$ cat src/rtl/serial_rx_pkg.sv
package serial_rx_pkg;

  typedef enum logic [1:0] {
    ST_IDLE,
    ST_START,
    ST_DATA,
    ST_STOP
  } rx_state_e;

  localparam int CTRL_EN_BIT   = 0;
  localparam int CTRL_FLAG_BIT = 1;
  localparam int CTRL_STOP_BIT = 2;

  function automatic logic vote3(input logic [2:0] s);
    return (s[0] & s[1]) | (s[0] & s[2]) | (s[1] & s[2]);
  endfunction

endpackage

$ cat src/rtl/srx_sync.sv
module srx_sync #(
  parameter int STAGES = 2
) (
  input  logic clk,
  input  logic rst,
  input  logic din,
  output logic dout
);

  logic [STAGES-1:0] chain;

  // idle level of the line is high
  always_ff @(posedge clk) begin
    if (rst) chain <= '1;
    else     chain <= {chain[STAGES-2:0], din};
  end

  assign dout = chain[STAGES-1];

endmodule

$ cat src/rtl/srx_framer.sv
module srx_framer
  import serial_rx_pkg::*;
#(
  parameter int OSR    = 16,
  parameter int DATA_W = 8
) (
  input  logic              clk,
  input  logic              rst,
  input  logic              en_i,
  input  logic              tick_i,
  input  logic              rxd_i,
  output logic              done_o,
  output logic [DATA_W-1:0] data_o,
  output logic              stop_o
);

  localparam int CNT_W    = $clog2(OSR);
  localparam int IDX_W    = $clog2(DATA_W);
  localparam int VOTE_MID = OSR / 2;

  rx_state_e         state;
  logic [CNT_W-1:0]  cnt;
  logic [IDX_W-1:0]  bitn;
  logic [1:0]        votes;
  logic [DATA_W-1:0] shreg;
  logic              at_v0, at_v1, at_v2, bit_val;

  assign at_v0   = (cnt == CNT_W'(VOTE_MID - 1));
  assign at_v1   = (cnt == CNT_W'(VOTE_MID));
  assign at_v2   = (cnt == CNT_W'(VOTE_MID + 1));
  assign bit_val = vote3({rxd_i, votes});

  always_ff @(posedge clk) begin
    if (rst) begin
      state  <= ST_IDLE;
      cnt    <= '0;
      bitn   <= '0;
      votes  <= '0;
      shreg  <= '0;
      done_o <= 1'b0;
      stop_o <= 1'b0;
    end else begin
      done_o <= 1'b0;
      if (!en_i) begin
        state <= ST_IDLE;
        cnt   <= '0;
      end else if (tick_i) begin
        if (state == ST_IDLE) begin
          // the tick that first sees the line low is index 0
          if (!rxd_i) begin
            state <= ST_START;
            cnt   <= CNT_W'(1);
          end
        end else begin
          cnt <= (cnt == CNT_W'(OSR - 1)) ? '0 : cnt + 1'b1;
          if (at_v0) votes[0] <= rxd_i;
          if (at_v1) votes[1] <= rxd_i;
          if (at_v2) begin
            case (state)
              ST_START: begin
                if (bit_val) state <= ST_IDLE;
                else begin
                  state <= ST_DATA;
                  bitn  <= '0;
                end
              end
              ST_DATA: begin
                shreg <= {bit_val, shreg[DATA_W-1:1]};
                if (bitn == IDX_W'(DATA_W - 1)) state <= ST_STOP;
                else                            bitn  <= bitn + 1'b1;
              end
              ST_STOP: begin
                stop_o <= bit_val;
                done_o <= 1'b1;
                state  <= ST_IDLE;
              end
              default: state <= ST_IDLE;
            endcase
          end
        end
      end
    end
  end

  assign data_o = shreg;

  // a high centre vote on the start bit drops the candidate frame
  a_r5_false_start: assert property (@(posedge clk) disable iff (rst)
    (en_i && tick_i && state == ST_START && at_v2 && bit_val) |=> (state == ST_IDLE && !done_o));

  // completion only follows the stop bit
  a_r2_done_after_stop: assert property (@(posedge clk) disable iff (rst)
    done_o |-> ($past(state) == ST_STOP));

  // disabled receiver stays idle and reports nothing
  a_r8_disabled_idle: assert property (@(posedge clk) disable iff (rst)
    !en_i |=> (state == ST_IDLE && !done_o));

endmodule

$ cat src/rtl/srx_holdbuf.sv
module srx_holdbuf #(
  parameter int DATA_W = 8
) (
  input  logic              clk,
  input  logic              rst,
  input  logic              frame_done_i,
  input  logic [DATA_W-1:0] frame_data_i,
  input  logic              frame_stop_i,
  input  logic              clr_i,
  output logic [DATA_W-1:0] hold_data_o,
  output logic              hold_stop_o,
  output logic              flag_o
);

  // a completing frame wins over a clear in the same cycle only when
  // the flag was already clear; otherwise the frame is dropped
  always_ff @(posedge clk) begin
    if (rst) begin
      hold_data_o <= '0;
      hold_stop_o <= 1'b0;
      flag_o      <= 1'b0;
    end else if (frame_done_i && !flag_o) begin
      hold_data_o <= frame_data_i;
      hold_stop_o <= frame_stop_i;
      flag_o      <= 1'b1;
    end else if (clr_i) begin
      flag_o <= 1'b0;
    end
  end

  a_r3_flag_on_transfer: assert property (@(posedge clk) disable iff (rst)
    (frame_done_i && !flag_o) |=> flag_o);

  a_r3_no_self_set: assert property (@(posedge clk) disable iff (rst)
    (!flag_o && !frame_done_i) |=> !flag_o);

  a_r3_clear_by_write: assert property (@(posedge clk) disable iff (rst)
    (clr_i && flag_o) |=> !flag_o);

  a_r4_keep_unread: assert property (@(posedge clk) disable iff (rst)
    (frame_done_i && flag_o) |=> ($stable(hold_data_o) && $stable(hold_stop_o)));

endmodule

$ cat src/rtl/serial_rx_dbuf.sv
module serial_rx_dbuf
  import serial_rx_pkg::*;
#(
  parameter int OSR         = 16,
  parameter int DATA_W      = 8,
  parameter int REG_W       = 8,
  parameter int SYNC_STAGES = 2
) (
  input  logic              clk,
  input  logic              rst,
  input  logic              rxd_i,
  input  logic              os_tick_i,
  input  logic              bus_sel_i,
  input  logic              bus_wr_i,
  input  logic [REG_W-1:0]  bus_wdata_i,
  output logic [REG_W-1:0]  bus_rdata_o,
  output logic [DATA_W-1:0] rx_data_o,
  output logic              rx_full_o,
  output logic              tx_load_o,
  output logic [DATA_W-1:0] tx_data_o
);

  logic              rxd_sync;
  logic              rx_en;
  logic              frame_done;
  logic [DATA_W-1:0] frame_data;
  logic              frame_stop;
  logic              hold_stop;
  logic              ctrl_wr, data_wr, flag_clr;
  logic [REG_W-1:0]  ctrl_word;

  assign ctrl_wr  = bus_wr_i && bus_sel_i;
  assign data_wr  = bus_wr_i && !bus_sel_i;
  assign flag_clr = ctrl_wr && !bus_wdata_i[CTRL_FLAG_BIT];

  srx_sync #(.STAGES(SYNC_STAGES)) u_sync (
    .clk (clk),
    .rst (rst),
    .din (rxd_i),
    .dout(rxd_sync)
  );

  srx_framer #(.OSR(OSR), .DATA_W(DATA_W)) u_framer (
    .clk   (clk),
    .rst   (rst),
    .en_i  (rx_en),
    .tick_i(os_tick_i),
    .rxd_i (rxd_sync),
    .done_o(frame_done),
    .data_o(frame_data),
    .stop_o(frame_stop)
  );

  srx_holdbuf #(.DATA_W(DATA_W)) u_hold (
    .clk         (clk),
    .rst         (rst),
    .frame_done_i(frame_done),
    .frame_data_i(frame_data),
    .frame_stop_i(frame_stop),
    .clr_i       (flag_clr),
    .hold_data_o (rx_data_o),
    .hold_stop_o (hold_stop),
    .flag_o      (rx_full_o)
  );

  always_comb begin
    ctrl_word                = '0;
    ctrl_word[CTRL_EN_BIT]   = rx_en;
    ctrl_word[CTRL_FLAG_BIT] = rx_full_o;
    ctrl_word[CTRL_STOP_BIT] = hold_stop;
  end

  always_ff @(posedge clk) begin
    if (rst) begin
      rx_en       <= 1'b0;
      tx_load_o   <= 1'b0;
      tx_data_o   <= '0;
      bus_rdata_o <= '0;
    end else begin
      tx_load_o <= data_wr;
      if (data_wr) tx_data_o <= bus_wdata_i[DATA_W-1:0];
      if (ctrl_wr) rx_en     <= bus_wdata_i[CTRL_EN_BIT];
      bus_rdata_o <= bus_sel_i ? ctrl_word : REG_W'(rx_data_o);
    end
  end

  // transmitter strobe only follows a data-address write
  a_r7_tx_strobe: assert property (@(posedge clk) disable iff (rst)
    tx_load_o |-> $past(bus_wr_i && !bus_sel_i));

  // a data-address write never disturbs the receive side
  a_r7_rx_untouched: assert property (@(posedge clk) disable iff (rst)
    (data_wr && !frame_done) |=> $stable(rx_data_o));

endmodule

$ cat config.mk
export PLATFORM = sky130hd
export DESIGN_NAME = serial_rx_dbuf
export DESIGN_NICKNAME = d
export VERILOG_FILES = /design/src/rtl/serial_rx_pkg.sv /design/src/rtl/srx_sync.sv /design/src/rtl/srx_framer.sv /design/src/rtl/srx_holdbuf.sv /design/src/rtl/serial_rx_dbuf.sv
export SDC_FILE = /design/constraint.sdc
export NUM_CORES = 1
export LEC_CHECK = 0
export CAP_MARGIN = 40
export CELL_PAD_IN_SITES_DETAIL_PLACEMENT = 2
export CELL_PAD_IN_SITES_GLOBAL_PLACEMENT = 2
export CORE_ASPECT_RATIO = 0.6
export CORE_MARGIN = 2
export CORE_UTILIZATION = 35
export DETAILED_ROUTE_END_ITERATION = 12
export GPL_TIMING_DRIVEN = 0
export HOLD_SLACK_MARGIN = 0.08
export PLACE_DENSITY = 0.9
export SETUP_SLACK_MARGIN = 0.2
export SLEW_MARGIN = 20
export SYNTH_ARGS = -nofsm -noshare
export SYNTH_HDL_FRONTEND = slang
export SYNTH_HIERARCHICAL = 1
export SYNTH_SLANG_ARGS = --single-unit
$ cat constraint.sdc
create_clock -name clk -period 2.9 [get_ports clk]
set_input_delay 0.435 -clock clk [delete_from_list [all_inputs] [get_ports clk]]
set_output_delay 0.435 -clock clk [all_outputs]
set_load 0.02 [all_outputs]
======== Word-level counts from Yosys, hierarchy flattened ========
Index checks and enable logic that the tools add are counted.
operators by class
  add/sub/neg operators ................... 2
  $mul .................................... 0
  div/mod/pow operators ................... 0
  $lt $le $gt $ge ......................... 0
  equality and inequality tests ........... 12
  shift operators ......................... 0
  multiplexer cells ....................... 16
  bitwise gates (word level) .............. 9
  reductions and logical operators ........ 21
operators by type and width
  kind                   count
  $eq A4 B4 Y1 const B   3
  $mux W4                3
  $reduce_and A4 Y1      3
  $mux W2                5
  $reduce_and A5 Y1      2
  $mux W3                3
  $reduce_and A7 Y1      1
  $ne A2 B2 Y1 const B   3
  $pmux W3 S2            1
  $reduce_bool A2 Y1     3
  $reduce_or A5 Y1       1
  $add A4 B1 Y4 const B  1
  $eq A2 B2 Y1 const B   2
  $eq A4 B3 Y1 const B   1
  $logic_and A1 B1 Y1    4
  $not A1 Y1             4
  $pmux W2 S2            1
  $reduce_or A2 Y1       2
  $add A3 B1 Y3 const B  1
  $and A1 B1 Y1          3
  $eq A3 B3 Y1 const B   1
  $logic_not A1 Y1       3
  $mux W1                3
  $ne A3 B1 Y1 const B   1
  other kinds (4)        5
word-level totals
  register bits ........................... 51
  bits in latches ......................... 0
  memory bits (writable) .................. 0
  ROM bits ................................ 0
  bits of input ports ..................... 14
  output and inout port bits .............. 26
  word-level logic and storage cells ...... 77
  memories ................................ 0

======== Depth between registers and ports, before layout ========
  word-level depth ........................ 7
  gate-level depth with buffers ........... 7
  mapped depth without buffers ............ 6

======== Modules after synthesis ========
Netlist, hierarchy kept.
by module, submodules not included
  module          instances  cells each  area each (um^2)  sequential area each (um^2)
  srx_framer      1          117         1123.6            420.4
  serial_rx_dbuf  1          64          680.7             360.3
  srx_holdbuf     1          43          447.9             200.2
  srx_sync        1          4           52.6              40.0

======== Worst setup path after synthesis ========
No wires, ideal clock.
  kind .................................... reg2reg
  from .................................... register u_framer.state[0]
  to ...................................... register u_framer.state[1]
  library setup time ...................... 0.117 ns
  data arrival time ....................... 1.433 ns
  required time ........................... 2.783 ns
  path slack .............................. 1.350 ns
  stages on the path, launching flop included .. 8
  buffers on the path ..................... 1
  period minus slack after synthesis ...... 1.550 ns
  cells stage by stage .................... dfxtp_1 > inv_1 > ha_1 > buf_4 > and2b_2 > nor3b_2 > o21ai_2 > a32o_1
between the ends
  word-level cells in the longest chain between the ends .. 4
  elaborated cells on any way between the ends .. 10
  classes of those cells .................. eq/ne: 4; mux: 3; reduce/logical: 3
RTL lines
  element                                              RTL line          source
  from (decl)                                          srx_framer.sv:21  rx_state_e state;
  from (signal assigned)                               srx_framer.sv:35  state <= ST_IDLE;
  from (signal assigned)                               srx_framer.sv:45  state <= ST_IDLE;
  from (signal assigned)                               srx_framer.sv:51  state <= ST_START;
  $eq A2 B2 Y1 / $eq A2 B1 Y1 (equally long branches)  srx_framer.sv:59  case (state)
  $pmux W2 S2                                          srx_framer.sv:59
  $mux W2                                              srx_framer.sv:58  if (at_v2) begin
  $mux W2                                              srx_framer.sv:48  if (state == ST_IDLE) begin
Parallel ways exist; a longest one is shown, timed or not. The select of a mux whose other input is x is not followed.
A chain may end at the register's enable or synchronous reset.

======== Worst setup path after layout ========
  from .................................... input rst
  to ...................................... register u_framer.votes[0]
RTL lines
  element               RTL line              source
  from (decl)           serial_rx_dbuf.sv:10  input logic rst,
  to (signal assigned)  srx_framer.sv:56      if (at_v0) votes[0] <= rxd_i;
  to (decl)             srx_framer.sv:24      logic [1:0] votes;
No word-level cell between the ends.

==> summary.txt <==
Synth
  • Synth Cell Area: 2300 µm²
  • Post-synthesis compound-gate area fraction: 0.102
  • Syn Nets: 251
  • Syn Inst Count: 228
  • Synth area leader: dfxtp_1
  • Synth Area in Simple Gates: 0.286
  • Synth top area share: 0.443
  • Mean Syn Cell Area: 10.1 µm²
  • Flops & latches, synth: 51
  • Mux contribution to synthesized area: 0.0695
  • Post-synthesis adder-cell area fraction: 0.0532
  • Top cells by area, synth: dfxtp_1 (44%), nand4bb_1 (7.8%), mux2i_1 (6.9%)
  • Distinct cells, synth: 44
  • Xor/xnor share of the synthesized area: 0
  • Ys Warns: 6
  • Sequential element share of the synthesized area: 0.443
  • Combinational family with the most area after synthesis: simple AND/OR/NAND/NOR gates

CTS
  • Clock-pin slew on the worst setup and hold paths: 0.10 ns
  • Post-CTS sizing: 0
  • Root buffer cell: clkbuf_8
  • Clock tree buffer depth: 2
  • TritonCTS buffer count: 5
  • Clock Latency Late Sink: 0.32 ns
  • CTS tree: yes
  • Hold buffer count at CTS: 0
  • Post-CTS setup buffers: 0
  • H-tree depth: 2
  • CTS sink cnt: between 50 and 60

Critical path
  • Crit path max fanout: 17
  • Worst EP required: 3.09 ns
  • CP Capture Type: flip-flop
  • Arrival time worst endpoint: 2.08 ns
  • CP Launch Type: primary input
  • CP Class: in -> reg

Pwr
  • Internal: about 930 µW
  • Flop pwr share: 0.576
  • Worst vdd ir: 0.000189 V
  • Sw frac: 0.250
  • Pwr/cell area: approximately 430 nW/µm²
  • Static Leakage: between 0.001 and 0.0015 µW
  • Combinational Power Share: 0.074
  • Switching Power: 310 µW
  • Clock share of power: 0.350

STA
  • Setup TNS: 0 ns
  • RSZ-0062 raised after global routing: false
  • Count of final hold-check violations: 0
  • Final worst slack: slightly above 1 ns
  • Post-route clock period utilization: 0.652
  • Final setup viols: 0
  • Setup Skew: between 0.01 and 0.015 ns
  • Slew Limit Fails: 0
  • Max Freq: 0.529 GHz
  • Slew @ Worst Pin: 0.619 ns
  • Period minus WS final: 1.89 ns
  • Relative slew margins: 0.586

Die
  • Initial Utilization: 0.369
  • Placement Rows: 22
  • Total core area: 6250 µm²
  • Die W: 109 µm
  • Die Y: 66.9 µm
  • Die area: 7270 µm²
  • Ports: 40

GRT
  • Overall routing resource usage: 0.188
  • Vias in the first global route: around 2,000
  • Initial antenna violation count: 0
  • Gr ovfl total: 0
  • Largest net degree at the start of global routing: 18
  • First-pass GRT wire length: just over 10 mm

Route
  • DRT Wirelength: about 6.3 mm
  • Vias: 1,849
  • Average wire per standard cell: 17.5 µm
  • First-pass DRT Iterations: 4
  • Via density per instance: 5.15
  • Drt first-iter violations: 74
  • Routed Antenna Nets: 0
  • Drt drc: 0

Status
  • Status: completed

Final layout
  • Layout Nets: between 200 and 300
  • Fillers: 668
  • Area Growth Syn to Fin: 25.5%
  • Share of layout cells above drive strength 1: 0.0945
  • Diodes inserted: 0

Placed design
  • PortBufs: 39
  • DP HPWL: 4.63 mm
  • Final GP Congestion: 0.758
  • Pre-CTS setup slack: 0.704 ns

Hold path
  • HP Class: reg -> reg

Flow run
  • Max cap viols: 0
[registers in the layout, summed over array words and instances, names as in the netlist]
name                flops
bus_rdata_o             8
u_framer/done_o         1
u_framer/data_o         8
tx_load_o               1
u_hold/hold_stop_o      1
u_framer/state          2
u_framer/votes          2
u_framer/stop_o         1
u_sync/chain            2
rx_en                   1
u_hold/flag_o           1
u_framer/cnt            4
u_framer/bitn           3
u_hold/hold_data_o      8
tx_data_o               8
[worst paths after layout]
check,endpoint,cells after the start,slack (ns),start
max,u_framer/votes[0],4,1.01,rst
max reg2reg,u_framer/bitn[1],7,1.07,u_framer/state[0]
min,u_sync/chain[1],1,0.42,u_sync/chain[0]
min reg2reg,u_sync/chain[1],1,0.42,u_sync/chain[0]
[metrics by stage]
step / utilization / cell area (µm²) / hold WS (ns) / cells / total power, µW
finish: 0.463 / 2890 / 0.418 / 359 / 1240
global route: 0.463 / 2890 / 0.452 / 359 / 1290
CTS: 0.463 / 2890 / 0.423 / 359 / 1260
detailed placement: 0.448 / 2800 / 0.400 / 351 / 821
global placement: 0.448 / 2800 / 0.389 / 351 / 817
floorplan: - / 2300 / 0.383 / 228 / 772
[power groups by stage]
stage,logic (µW),clock network [µW],registers (µW)
3_5_place_dp,91.1,0,730
2_1_floorplan,35.8,0,736
5_1_grt,98.0,476,715
4_1_cts,92.3,450,714
3_3_place_gp,87.6,0,729
6_report,91.2,433,713
[area by class of cell]
type	instances	area, µm²	area share
multi-input cells	159	1170	0.406
flip-flops and latches	51	1020	0.353
repair buffers	39	390	0.135
well taps	84	105	0.0363
plain buffers	12	86.3	0.0298
clock buffers	5	68.8	0.0238
clock inverters	3	23.8	0.00822
inverters	6	22.5	0.00779
[worst max-delay path, cell delays in order]
cell             delay (ns)
clkdlybuf4s50_1        0.86
buf_6                  0.22
clkbuf_1               0.43
nor2_1                 0.12
[cells in the final DEF (no fill, tap or decap), types with 7 or more instances in the layout]
cell | Yosys | routed
o21ai_1 | 16 | 16
and2_1 | 7 | 7
clkdlybuf4s50_1 | 0 | 39
nand2b_1 | 20 | 20
nand4bb_1 | 16 | 16
ha_1 | 9 | 9
dfxtp_1 | 51 | 51
nor2_1 | 20 | 20
mux2i_1 | 16 | 16
[logic make-up after synthesis]
group	Yosys count
muxes	16
buffers and inverters	18
adders and majority gates	10
AOI/OAI and AO/OA	38
and+or+nand+nor	95
DFF	51
[synth_stat cells]
library cell  count
dfxtp_1          51
nand2b_1         20
nor2_1           20
mux2i_1          16
nand4bb_1        16
o21ai_1          16
ha_1              9
and2_1            7
a21oi_1           6
inv_1             6
nand2_1           6
o21ai_0           5
buf_4             4
and2b_1           3
buf_2             3
buf_6             3
nand3_1           3
and2b_2           2
and3b_1           2
clkbuf_1          2
nand4_1           2
nand4b_1          2
nor2b_1           2
or2_1             2
a211oi_1          1
a221oi_2          1
a22oi_1           1
a2bb2oi_1         1
a311oi_1          1
a32o_1            1
maj3_1            1
nand3_4           1
nand3b_1          1
nor2b_4           1
nor3b_1           1
nor3b_2           1
nor4b_1           1
o211a_1           1
o211ai_1          1
o21ai_2           1
o21bai_1          1
o31ai_1           1
or2b_1            1
or2b_2            1
[layer usage]
metal	vias up	wire, µm	GRT usage
li1	887	-	-
met1	915	3030	0.242
met2	39	2940	0.319
met3	8	262	0.0431
met4	0	61	0.0481
met5	-	0	0
No activity file was read; power rests on OpenSTA's default activity.
